**src/rtl/fwd_pkg.sv**
```systemverilog
package fwd_pkg;
  localparam int REG_W  = 5;
  localparam int DATA_W = 32;
  localparam int N_OPND = 2;

  typedef enum logic [1:0] {
    SEL_IDEX = 2'b00,
    SEL_WB   = 2'b01,
    SEL_EX   = 2'b10
  } fwd_sel_e;
endpackage

```
**src/rtl/fwd_select.sv**
```systemverilog
module fwd_select
  import fwd_pkg::*;
#(
  parameter int RW = REG_W
) (
  input  logic [RW-1:0] src,
  input  logic [RW-1:0] ex_rd,
  input  logic          ex_wr,
  input  logic [RW-1:0] wb_rd,
  input  logic          wb_wr,
  output fwd_sel_e      sel
);
  logic ex_hit;
  logic wb_hit;

  // Younger producer checked first; register zero is never a producer.
  always_comb begin
    ex_hit = ex_wr && (ex_rd != '0) && (ex_rd == src);
    wb_hit = wb_wr && (wb_rd != '0) && (wb_rd == src);
    if (ex_hit)      sel = SEL_EX;
    else if (wb_hit) sel = SEL_WB;
    else             sel = SEL_IDEX;
  end
endmodule

```
**src/rtl/fwd_mux.sv**
```systemverilog
module fwd_mux
  import fwd_pkg::*;
#(
  parameter int DW = DATA_W
) (
  input  fwd_sel_e      sel,
  input  logic [DW-1:0] id_val,
  input  logic [DW-1:0] ex_val,
  input  logic [DW-1:0] wb_val,
  output logic [DW-1:0] y
);
  always_comb begin
    case (sel)
      SEL_EX:  y = ex_val;
      SEL_WB:  y = wb_val;
      default: y = id_val;
    endcase
  end
endmodule

```
**src/rtl/fwd_unit_top.sv**
```systemverilog
module fwd_unit_top
  import fwd_pkg::*;
#(
  parameter int RW = REG_W,
  parameter int DW = DATA_W
) (
  input  logic          clk,
  input  logic          rst_n,
  input  logic [RW-1:0] ex_rs,
  input  logic [RW-1:0] ex_rt,
  input  logic [DW-1:0] ex_a_val,
  input  logic [DW-1:0] ex_b_val,
  input  logic [RW-1:0] mem_rd,
  input  logic          mem_wr,
  input  logic [DW-1:0] mem_alu,
  input  logic [RW-1:0] wb_rd,
  input  logic          wb_wr,
  input  logic [DW-1:0] wb_val,
  output logic [1:0]    sel_a,
  output logic [1:0]    sel_b,
  output logic [DW-1:0] op_a,
  output logic [DW-1:0] op_b
);
  localparam int NO = N_OPND;

  logic [RW-1:0] src_num [NO];
  logic [DW-1:0] src_val [NO];
  fwd_sel_e      sel_d   [NO];
  logic [DW-1:0] op_d    [NO];
  fwd_sel_e      sel_q   [NO];
  logic [DW-1:0] op_q    [NO];

  always_comb begin
    src_num[0] = ex_rs;
    src_num[1] = ex_rt;
    src_val[0] = ex_a_val;
    src_val[1] = ex_b_val;
  end

  for (genvar g = 0; g < NO; g++) begin : g_opnd
    fwd_select #(.RW(RW)) u_sel (
      .src   (src_num[g]),
      .ex_rd (mem_rd),
      .ex_wr (mem_wr),
      .wb_rd (wb_rd),
      .wb_wr (wb_wr),
      .sel   (sel_d[g])
    );

    fwd_mux #(.DW(DW)) u_mux (
      .sel    (sel_d[g]),
      .id_val (src_val[g]),
      .ex_val (mem_alu),
      .wb_val (wb_val),
      .y      (op_d[g])
    );

    always_ff @(posedge clk or negedge rst_n) begin
      if (!rst_n) begin
        sel_q[g] <= SEL_IDEX;
        op_q[g]  <= '0;
      end else begin
        sel_q[g] <= sel_d[g];
        op_q[g]  <= op_d[g];
      end
    end
  end

  always_comb begin
    sel_a = sel_q[0];
    sel_b = sel_q[1];
    op_a  = op_q[0];
    op_b  = op_q[1];
  end

  AST_SEL_LEGAL: assert property (@(posedge clk) disable iff (!rst_n)
    $onehot0(sel_a) && $onehot0(sel_b));

  AST_EX_VALUE_A: assert property (@(posedge clk) disable iff (!rst_n)
    (sel_a == 2'b10) |-> (op_a == $past(mem_alu)));

  AST_WB_VALUE_B: assert property (@(posedge clk) disable iff (!rst_n)
    (sel_b == 2'b01) |-> (op_b == $past(wb_val)));

  AST_EX_WINS_A: assert property (@(posedge clk) disable iff (!rst_n)
    ($past(rst_n) && $past(mem_wr) && $past(mem_rd) != '0 && $past(mem_rd) == $past(ex_rs))
      |-> (sel_a == 2'b10));

  AST_ZERO_DEST: assert property (@(posedge clk) disable iff (!rst_n)
    ($past(mem_rd) == '0 && $past(wb_rd) == '0) |-> (sel_a == 2'b00 && sel_b == 2'b00));

  AST_NO_WRITE: assert property (@(posedge clk) disable iff (!rst_n)
    (!$past(mem_wr) && !$past(wb_wr)) |-> (sel_a == 2'b00 && sel_b == 2'b00));

  AST_HOLD_IDLE: assert property (@(posedge clk) disable iff (!rst_n)
    (sel_b == 2'b00 && $past(rst_n)) |-> (op_b == $past(ex_b_val)));
endmodule

```
**config.mk**
```make
export PLATFORM = sky130hd
export DESIGN_NAME = fwd_unit_top
export DESIGN_NICKNAME = d
export VERILOG_FILES = /design/src/rtl/fwd_pkg.sv /design/src/rtl/fwd_select.sv /design/src/rtl/fwd_mux.sv /design/src/rtl/fwd_unit_top.sv
export SDC_FILE = /design/constraint.sdc
export NUM_CORES = 1
export LEC_CHECK = 0
export BUFFER_PORTS_ARGS = -buffer_cell sky130_fd_sc_hd__buf_4
export CAP_MARGIN = 0
export CORE_UTILIZATION = 41
export DETAILED_ROUTE_END_ITERATION = 16
export PLACE_DENSITY = 0.77
export RECOVER_POWER = 100
export SLEW_MARGIN = 10
export SYNTH_ARGS = -nofsm -noshare
export SYNTH_HDL_FRONTEND = slang
export SYNTH_SLANG_ARGS = --single-unit
```
**constraint.sdc**
```tcl
create_clock -name clk -period 0.8 [get_ports clk]
set_input_delay 0.08 -clock clk [delete_from_list [all_inputs] [get_ports clk]]
set_output_delay 0.08 -clock clk [all_outputs]
set_load 0.1 [all_outputs]
```
### After elaboration in Yosys (flattened, before gate mapping)

Cells that the tools add are included.

| word-level totals | value |
|---|---|
| flip-flop bits (word level) | 68 |
| bits of input ports | 152 |
| output and inout port bits | 68 |
| word-level logic and storage cells | 26 |

| operators by class | value |
|---|---|
| equality and inequality tests | 8 |
| mux-type cells | 6 |
| reductions and logical operators | 8 |

Operators by type and width:

| cell | number |
|---|---|
| $pmux W32 S2 | 2 |
| $eq A5 B5 Y1 | 4 |
| $reduce_bool A5 Y1 | 2 |
| $logic_and A1 B1 Y1 | 6 |
| $eq A2 B1 Y1 const B | 2 |
| $eq A2 B2 Y1 const B | 2 |
| $mux W2 | 2 |
| $mux W1 | 2 |

### Depth between registers and ports, before layout

Gate-level depths: netlist of the first run.

| logic depth | value |
|---|---|
| depth in word-level cells | 7 |
| depth in mapped cells | 7 |
| depth with buffers taken out | 5 |

### Cells and area by module

From an unflattened synthesis of the first run, not the netlist that was laid out.

| unflattened totals | value |
|---|---|
| cell total of the unflattened synthesis | 336 |
| area total of the unflattened synthesis | 3293.2 um^2 |

Modules (own cells, without submodules):

| module | times used | cells each | area an instance (um^2) | seq. area each (um^2) |
|---|---|---|---|---|
| fwd_unit_top | 1 | 68 | 1701.6 | 1701.6 |
| fwd_mux | 2 | 113 | 636.9 | 0.0 |
| fwd_select | 2 | 21 | 158.9 | 0.0 |

### Worst setup path after synthesis of the first run

Ideal clock, no wire load.

| path | value |
|---|---|
| kind | input port to flip-flop |
| start | in mem_rd[2] |
| end | reg op_q, in the netlist op_b[29] |
| library setup time | 0.124 ns |
| arrival time | 1.385 ns |
| required time | 0.676 ns |
| setup slack | -0.708 ns |
| stages | 6 |
| buffers on the path | 1 |
| cells stage by stage | or4_4 -> o211ai_2 -> or2_1 -> buf_2 -> inv_2 -> o31a_1 |

| between the ends | value |
|---|---|
| cells in the longest elaborated chain, start to end | 6 |
| elaborated cells between the ends (all ways) | 8 |
| those cells by class | eq/ne (3); mux (2); reduce/logical (3) |

Ends and longest elaborated chain:

| element | RTL line | source |
|---|---|---|
| start: declaration | fwd_unit_top.sv:13 | `input logic [RW-1:0] mem_rd,` |
| $reduce_bool A5 Y1 | fwd_select.sv:18 | `ex_hit = ex_wr && (ex_rd != '0) && (ex_rd == src);` |
| $logic_and A1 B1 Y1 | fwd_select.sv:18 |  |
| $logic_and A1 B1 Y1 * | fwd_select.sv:18 |  |
| $mux W2 * | fwd_select.sv:20 | `if (ex_hit) sel = SEL_EX;` |
| named net g_opnd[1].u_mux.sel[1] | fwd_mux.sv:6 | `input fwd_sel_e sel,` |
| $eq A2 B1 Y1 or $eq A2 B2 Y1 (tied branches) | fwd_mux.sv:13 | `case (sel)` |
| $pmux W32 S2 * | fwd_mux.sv:13 |  |
| named net g_opnd[1].u_mux.y[29] | fwd_mux.sv:10 | `output logic [DW-1:0] y` |
| end signal: indexed assignment | fwd_unit_top.sv:64 | `op_q[g] <= op_d[g];` |
| end: declaration | fwd_unit_top.sv:31 | `logic [DW-1:0] op_q [NO];` |

The timed path passes the listed nets; every way through them passes the cells marked *.

### Worst setup path in the final report of the first run

| path | value |
|---|---|
| start | in mem_rd[2] |
| end | reg op_q, in the netlist op_b[15] |

| between the ends | value |
|---|---|
| cells in the longest elaborated chain, start to end | 6 |
| elaborated cells between the ends (all ways) | 8 |
| those cells by class | eq/ne (3); mux (2); reduce/logical (3) |

Ends and longest elaborated chain:

| element | RTL line |
|---|---|
| $reduce_bool A5 Y1 | fwd_select.sv:18 |
| $logic_and A1 B1 Y1 | fwd_select.sv:18 |
| $logic_and A1 B1 Y1 * | fwd_select.sv:18 |
| $mux W2 * | fwd_select.sv:20 |
| $eq A2 B1 Y1 or $eq A2 B2 Y1 (tied branches) | fwd_mux.sv:13 |
| $pmux W32 S2 * | fwd_mux.sv:13 |
| named net g_opnd[1].u_mux.y[15] | fwd_mux.sv:10 |

Marks and branches as above.

==> results.cfg, run 1 <==
[final_layout]
fin_util_pct = 81.79
final_common_cell = buf_4
synthToLayoutAreaGrowth_pct = 90.09
drive_above_1_share_pct = 59.61
final.fill_count = 555
antenna_cells = 0
final_cell_mix = 205 x buf_4, 67 x dfrtp_2, 62 x nor3_1
fin_nets = 870
layout.cells.non_filler = 852

[pwr]
ir_drop_mv = 0.8954
power.density_nw_per_um2 = 1640
p_leak_nw = 3.197

[status]
status = finished with violations
violations = negative hold slack, negative setup slack

[cts]
cts_buffers = 9
clock-sinks = 68
cts_tree = built
cts-root-buf = clkbuf_8
clockBufferDepth = 2
path_clk_slew_ns = 0.08
cts-htree-levels = 3

[die]
core_um2 = 9415
start_util_pct = 43.03
io_pins = 220
die_x_um = 101.4
die_area_um2 = 10280
rows = 35
die_y_um = 101.4

[timing]
max_freq_mhz = 713.2
post-route-min-period_ns = 1.402
drv_slew = 0
hold_slack_ns = -0.0007272
max_slew_margin_pct = 60.63
hold_violations = 1
setup_violations = 136
finalCritPeriodShare_pct = 175.3
finalWorstSetupSlack_ns = -0.6022
worst_slew_pin_slew_ns = 0.5890
rsz0062_at_grt = true

[yosys]
synth_largest_area_cell = dfrtp_1
ys_seq_elements = 68
synth_top_cells_by_area = dfrtp_1 42%, o31ai_1 12%, a31oi_1 9.7%
yosysUniqueCellTypes = 26
seq_area_frac_synth_pct = 42.00
netlist_instances = 459
syn_avg_cell_area_um2 = 8.827
synth_warnings = 0
synth_nets = 611
synthesis.area_um2 = 4051
netlist.area_leader.share_pct = 42.00

[placement]
dp.cells = 815
post-dp-hpwl_mm = 11.67
gp_congestion = 0.9084
place_ws_ns = -0.8896
portBuffers = 219

[worst_setup_path]
cp.arrival_ns = 1.63
crit_top_cell = buf_6
startpoint = mem_rd[2]
cp-start-kind = input port
crit_type = in2reg
cpPeakStageDelay_ns = 0.57
crit_chain = buf_6, or4_4, o211ai_4, buf_6, buf_12, nor3_1, a31oi_1
crit_path_top_delay_cell = or4_4
path_max_fanout = 17
path_buf_inv = 3
critPathCaptureType = flip-flop
path_delay_family = simple AND/OR/NAND/NOR gates
cp_data_required_time_ns = 1.03

[global_routing]
antenna_found_initial = 0
grt-ovfl-total = 0
grt_first_pass_wirelength_mm = 26.46
groute.usage.overall_pct = 33.99
grt_start_max_net_pins = 39
first_global_vias = 5130

[detailed_routing]
drtPass1Iterations = 5
totalWireLength_mm = 19.07
ant_nets = 0
vias_per_cell = 6.232
vias = 5310
drc = 0
wl_per_cell_um = 22.38
drt-initial-drc-count = 421

[worst_hold_path]
hold_class = in2reg
min-delay-start = ex_a_val[5]

[job]
drv_cap = 0
-- logic make-up (layout without fill, tap and decap cells) --
group	count (synthesis)	in the layout	synth area share [%]
xor gates and xnor gates	20	20	4.324
DFF	68	68	42.00
buffers and inverters	97	360	9.605
and+or+nand+nor	142	142	21.19
AOI/OAI and AO/OA	132	133	22.88
-- synthesized netlist by cell type, drive strengths merged --
cell	number
a21bo	1
a21boi	1
a31oi	63
buf	21
clkbuf	41
dfrtp	68
inv	35
nand2	1
nand3	1
nand4	34
nor2	1
nor3	64
nor4	4
o211ai	2
o31a	2
o31ai	63
or2	3
or3	2
or4	32
xnor2	15
xor2	5
-- layer usage --
| metal | share of wire (%) | wire, um | up-vias | GRT usage [%] |
|---|---|---|---|---|
| met2 | 51 | 9632 | 401 | 58.24 |
| met3 | 9.7 | 1848 | 100 | 6.349 |
| met5 | 0 | 0 | - | 0 |
| li1 | - | - | 2290 | - |
| met1 | 34 | 6424 | 2519 | 40.38 |
| met4 | 6.1 | 1164 | 0 | 18.62 |
-- path summary, 6_finish.rpt --
check | end | depth (start not counted)
worst max-delay path | op_b[15] | 7
worst min-delay path | op_a[5] | 3
max in group asynchronous | op_b[27] | 3
min in group asynchronous | op_a[8] | 2
-- power by group --
part	leakage [nW]	internal, mW	switching [mW]	total, mW
combinational	2.36	2.01	3.47	5.48
sequential	0.732	3.72	0.178	3.90
clock	0.102	1.76	1.49	3.25
total	3.20	7.49	5.13	12.6
-- layout make-up --
cell class / instances / area, um^2 / area share (%)
clock inverter: 6 / 88.84 / 1.154
clock buffer: 10 / 127.6 / 1.657
multi-input combinational: 295 / 2263 / 29.39
timing repair buffer: 309 / 3134 / 40.70
tap: 129 / 161.4 / 2.096
sequential: 68 / 1785 / 23.18
inverter: 35 / 140.1 / 1.820
-- per-stage QoR --
stage / instance area [um^2] / setup TNS [ns] / power [mW] / hold slack [ns]
3_5_place_dp: 6390 / -56.85 / 8.556 / -0.07838
6_report: 7701 / -45.18 / 12.63 / -0.0007272
5_1_grt: 7701 / -47.92 / 12.93 / 0.008070
4_1_cts: 7254 / -40.69 / 12.15 / 0.001710
3_3_place_gp: 6390 / -54.67 / 8.502 / -0.07842
2_1_floorplan: 4164 / -43.92 / 6.668 / -0.2156
-- timing repair --
item,4_1_cts,5_1_grt
setup endpoints to repair,136,136
gates resized for setup,122,63
pin swaps,11,13
hold buffers,1,1
hold endpoints to repair,68,1
buffers inserted,10,4
gates cloned,3,3
-- tightest hold or removal path, delay by kind of cell --
kind            cells  cell delay (ns)
buf+inv             1             0.11
compound gates      2             0.12
-- sequential cells by signal, indices dropped and copies added (netlist names) --
register,count
op_a,32
op_b,32
sel_a,2
sel_b,2
(Power assumes the default switching activity.)
==> inputs of run 2 (changes only) <==
--- a/config.mk
+++ b/config.mk
@@ -7,9 +7,9 @@
 export LEC_CHECK = 0
 export BUFFER_PORTS_ARGS = -buffer_cell sky130_fd_sc_hd__buf_4
 export CAP_MARGIN = 0
-export CORE_UTILIZATION = 41
+export CORE_UTILIZATION = 45
 export DETAILED_ROUTE_END_ITERATION = 16
-export PLACE_DENSITY = 0.77
+export PLACE_DENSITY = 0.81
 export RECOVER_POWER = 100
 export SLEW_MARGIN = 10
 export SYNTH_ARGS = -nofsm -noshare
==> constraint.sdc (replaced) <==
create_clock -name clk -period 1.6 [get_ports clk]
set_input_delay 0.16 -clock clk [delete_from_list [all_inputs] [get_ports clk]]
set_output_delay 0.16 -clock clk [all_outputs]
set_load 0.1 [all_outputs]
==> run 2 against run 1 <==
  * The run now ends clean
  * Cell count is 7.9% lower
  * Non-clock buffer count is 45 lower
  * Die area down 8.7%
  * Final area shrank 21%
  * Routed wire length shrank 20%
  * Sequential power shrank 52%
  * Global-route usage down 1.4 points
  * Sequential share of layout area is 4.9 points higher
  * Core utilization fell by 12 points
  * Via count down 7.2%
  * Combinational power is 60% lower
==> results.cfg, run 2 (synthesis gave the netlist of run 1 again) <==
[cts]
cts-root-buf = clkbuf_8
path_clk_slew_ns = 0.08
cts-htree-levels = 3
cts_resized = 0
cts_buffers = 9
cts_tree = built
clock-sinks = 68
clockBufferDepth = 2

[placement]
place_area_um2 = 6083
portBuffers = 219
gp_congestion = 0.8816
post-dp-hpwl_mm = 11.20

[final_layout]
multi_input_area_um2 = 1983
final.fill_count = 700
drive_above_1_share_pct = 42.69
final_common_cell = buf_4
final_cell_mix = 180 x buf_4, 69 x clkbuf_2, 68 x dfrtp_1
antenna_cells = 0
regArea_um2 = 1702
fin_nets = 824
design_area_um2 = 6062
synthToLayoutAreaGrowth_pct = 49.63

[timing]
drv_slew = 0
post-route-min-period_ns = 1.495
worst_slew_pin_slew_ns = 0.9284
setup_violations = 0
max_slew_margin_pct = 38.10
finalCritPeriodShare_pct = 93.45
rsz0062_at_grt = false
hold_slack_ns = 0.09362
max_freq_mhz = 668.8
hold_violations = 0

[global_routing]
groute.usage.overall_pct = 32.64
grt_start_max_net_pins = 37
grt-ovfl-total = 0
antenna_found_initial = 0
grt_first_pass_wirelength_mm = 24.60
first_global_vias = 4868

[worst_hold_path]
min-delay-start = ex_a_val[5]
hold_class = in2reg
min_to = op_a[5]
whs_path_depth = 3

[job]
drv_cap = 0

[die]
core_um2 = 8721
rows = 34
die_y_um = 96.89
io_pins = 220
die_x_um = 96.89
start_util_pct = 46.46
die_area_um2 = 9387

[detailed_routing]
drtPass1Iterations = 5
ant_nets = 0
drt-initial-drc-count = 371
totalWireLength_mm = 15.23
vias = 4929
vias_per_cell = 6.279
drc = 0
wl_per_cell_um = 19.40

[worst_setup_path]
crit_chain = clkbuf_4, nor4_1, buf_4, a21bo_4, buf_12, buf_12, o31ai_1, a31oi_1
path_buf_inv = 4
crit_type = in2reg
path_delay_family = buffers and inverters
crit_top_cell = buf_12
cp.arrival_ns = 1.76
path_max_fanout = 36
cpPeakStageDelay_ns = 0.46
cp_data_required_time_ns = 1.86
critPathCaptureType = flip-flop
crit_path_top_delay_cell = nor4_1
cp-start-kind = input port

[pwr]
ir_drop_mv = 0.4850
p_leak_nw = 2.678
power.density_nw_per_um2 = 881.1
total_power_mw = 5.341

[status]
status = complete, no violations
[run 2: changes by cell type in the layout (fill, tap and decap cells not counted), sizes merged]
cell | before | now
dlygate4sd3 | 2 | 1
clkinvlp | 3 | 2
bufinv | 2 | 0
clkbuf | 14 | 84
inv | 34 | 35
a21boi | 2 | 1
buf | 303 | 191
[run 2: through the flow]
stage / std cells / TNS [ns] / worst slack [ns] / utilization (%)
final: 785 / 0 / 0.1048 / 69.51
after detailed placement: 768 / -9.028 / -0.1916 / 69.76
after CTS: 785 / 0 / 0.1760 / 71.82
after floorplan: 459 / 0 / 0.01152 / -
after global placement: 768 / -6.219 / -0.1590 / 69.76
after global routing: 785 / 0 / 0.05512 / 69.51
[run 2: report_power, final]
part	internal, mW	switching (mW)
Sequential	1.84	0.0404
Clock	0.601	0.655
Combinational	0.599	1.61
Total	3.04	2.30
[run 2: how the worst max path moves through the flow]
stage          startpoint        to  slack (ns)  cells after the start
6_report         wb_rd[0]  op_a[29]        0.10                      8
5_1_grt         mem_rd[2]  sel_a[0]        0.06                      7
4_1_cts          wb_rd[0]  op_a[29]        0.18                      8
3_5_place_dp     wb_rd[0]  op_a[27]       -0.19                      8
3_3_place_gp     wb_rd[0]  op_b[26]       -0.16                      8
2_1_floorplan   mem_rd[2]  op_b[29]        0.01                      6
[run 2: per-layer routing]
metal  routed length [um]  global-route usage (%)
met4                  401                   14.01
met1                 5918                   43.24
met5                    0                       0
met3                 1502                   5.925
met2                 7409                   52.38
[run 2: area by class of cell]
cell class	instances	area share, %
Timing Repair Buffer	264	32.01
Multi-Input combinational cell	294	32.71
Clock buffer	12	2.394
Clock inverter	4	0.4128
Inverter	35	2.167
Tap cell	108	2.229
Sequential cell	68	28.07
[run 2: timing repair]
item                                   4_1_cts  5_1_grt
hold buffers                                 1        0
endpoints found under the hold margin       35        0
setup buffers                                0        0
==> inputs of run 3 (changes only) <==
==> constraint.sdc (replaced) <==
create_clock -name clk -period 1.6 [get_ports clk]
set_input_delay 0.24 -clock clk [delete_from_list [all_inputs] [get_ports clk]]
set_output_delay 0.24 -clock clk [all_outputs]
set_load 0.1 [all_outputs]
==> run 3 against run 2 <==
  * Total power rose by 2.7%
  * First-iteration DRC count rose by 13%
  * Largest power group unchanged
  * Sequential power barely moved
  * Critical endpoint is now op_a[8]
  * Worst hold slack improved by 0.074 ns
  * Final area rose by 2.4%
  * Core utilization rose by 1.7 points
  * Sequential share of layout area fell by 0.67 points
  * Clock power rose by 8%
==> results.cfg, run 3 (synthesis gave the netlist of run 1 again) <==
[final_layout]
fin_nets = 844
synthToLayoutAreaGrowth_pct = 53.27
final_cell_mix = 198 x buf_4, 71 x clkbuf_2, 68 x dfrtp_1
final_common_cell = buf_4
antenna_cells = 0
drive_above_1_share_pct = 44.48

[timing]
max_freq_mhz = 645.8
drv_slew = 0
finalWorstSetupSlack_ns = 0.05165
setup_violations = 0
max_slew_margin_pct = 33.82
hold_violations = 0
worst_slew_pin_slew_ns = 0.9869
finalCritPeriodShare_pct = 96.77
hold_slack_ns = 0.1672
post-route-min-period_ns = 1.548
rsz0062_at_grt = false

[pwr]
power.density_nw_per_um2 = 883.2
p_leak_nw = 2.775
combPwrFrac_pct = 41.0
p_sw_share_pct = 43.78
clkPwrFrac_pct = 24.7
p_sw_mw = 2.401
power.internal_mw = 3.083
power_frac_seq_pct = 34.3
ir_drop_mv = 0.4326

[die]
die_area_um2 = 9387
io_pins = 220
rows = 34
die_y_um = 96.89
start_util_pct = 46.46
die_x_um = 96.89
core_um2 = 8721

[worst_setup_path]
startpoint = wb_rd[4]
path_delay_family = compound AO/OA/AOI/OAI gates
cp.arrival_ns = 1.81
path_buf_inv = 2
cp-start-kind = input port
cp_data_required_time_ns = 1.86
crit_chain = buf_4, nor4_1, clkbuf_2, a21boi_2, nand4_1, a31oi_1
crit_path_top_delay_cell = a21boi_2
crit_type = in2reg
critPathCaptureType = flip-flop
path_max_fanout = 16
cpPeakStageDelay_ns = 0.80

[cts]
postCtsSetupBuffers = 0
cts_resized = 0
cts-root-buf = clkbuf_8
clockBufferDepth = 2
cts_buffers = 9
path_clk_slew_ns = 0.09
cts-htree-levels = 3
cts_tree = built
clock-sinks = 68

[global_routing]
groute.usage.overall_pct = 32.99
groute.layer.met3.usage_pct = 8.309
use_met1_pct = 39.06
first_global_vias = 4976
grt_first_pass_wirelength_mm = 24.75
met2_usage_pct = 55.42
top_usage_layer = met2
grt-ovfl-total = 0
grt_start_max_net_pins = 36
antenna_found_initial = 0

[status]
status = complete, no violations

[placement]
gp_congestion = 0.9285
portBuffers = 219
place_ws_ns = -0.2461
post-dp-hpwl_mm = 11.76

[detailed_routing]
vias = 5054
totalWireLength_mm = 15.99
drt-initial-drc-count = 418
vias_per_cell = 6.278
ant_nets = 0
wl_per_cell_um = 19.86
drc = 0
drtPass1Iterations = 5

[worst_hold_path]
hold_class = in2reg
min-delay-start = ex_a_val[22]

[job]
drv_cap = 0
-- run 3: cell types whose count changed in the layout (fill, tap and decap cells not counted), moves of 2 or more --
| cell | before | now |
|---|---|---|
| buf_4 | 180 | 198 |
| clkbuf_2 | 69 | 71 |
| buf_12 | 10 | 8 |
| inv_6 | 0 | 2 |
| clkinv_4 | 0 | 2 |
-- run 3: final timing paths --
| path | to | slack (ns) | cells after the start |
|---|---|---|---|
| min in group asynchronous | op_a[24] | 0.39 | 2 |
| hold / removal | op_a[22] | 0.17 | 3 |
| max in group asynchronous | op_a[12] | 0.29 | 3 |
| setup / recovery | op_a[8] | 0.05 | 6 |
-- run 3: area by class of cell --
| class | instances | area (um^2) |
|---|---|---|
| fillers | 704 | 2511 |
| repair buffers | 283 | 2046 |
| multi-input cells | 295 | 2011 |
| flip-flops and latches | 68 | 1702 |
| clock buffers | 10 | 137.6 |
| well taps | 108 | 135.1 |
| inverters | 35 | 131.4 |
| clock inverters | 6 | 47.55 |
-- run 3: worst min-delay path: stages --
cell and delay [ns]:
buf_4 0.11, o31ai_1 0.05, a31oi_1 0.08
-- run 3: power groups by stage --
| stage | clock network (mW) | registers (mW) | logic [mW] |
|---|---|---|---|
| 3_3_place_gp | 0 | 1.92 | 2.27 |
| 3_5_place_dp | 0 | 1.92 | 2.31 |
| 2_1_floorplan | 0 | 2.82 | 0.479 |
| 5_1_grt | 1.44 | 1.89 | 2.34 |
| 6_report | 1.36 | 1.88 | 2.25 |
| 4_1_cts | 1.37 | 1.89 | 2.32 |
-- run 3: routing by layer --
metal / routed length [um] / up-vias
met5: 0 / -
met4: 660 / 0
met2: 7924 / 356
li1: - / 2235
met1: 5957 / 2406
met3: 1448 / 57
-- run 3: what timing repair did --
action / 4_1_cts / 5_1_grt
hold endpoints to repair: 18 / 0
endpoints found under the setup margin: 0 / 3
hold buffers: 1 / 0
-- run 3: per-stage QoR --
step           TNS (ns)  util, %  std cells  area (um^2)  power [mW]
2_1_floorplan    -2.041        -        459         4060       3.304
3_3_place_gp     -11.16    71.19        787         6208       4.190
3_5_place_dp     -12.72    71.19        787         6208       4.231
4_1_cts               0    73.43        804         6404       5.567
5_1_grt               0    71.21        805         6210       5.671
6_report              0    71.21        805         6210       5.484
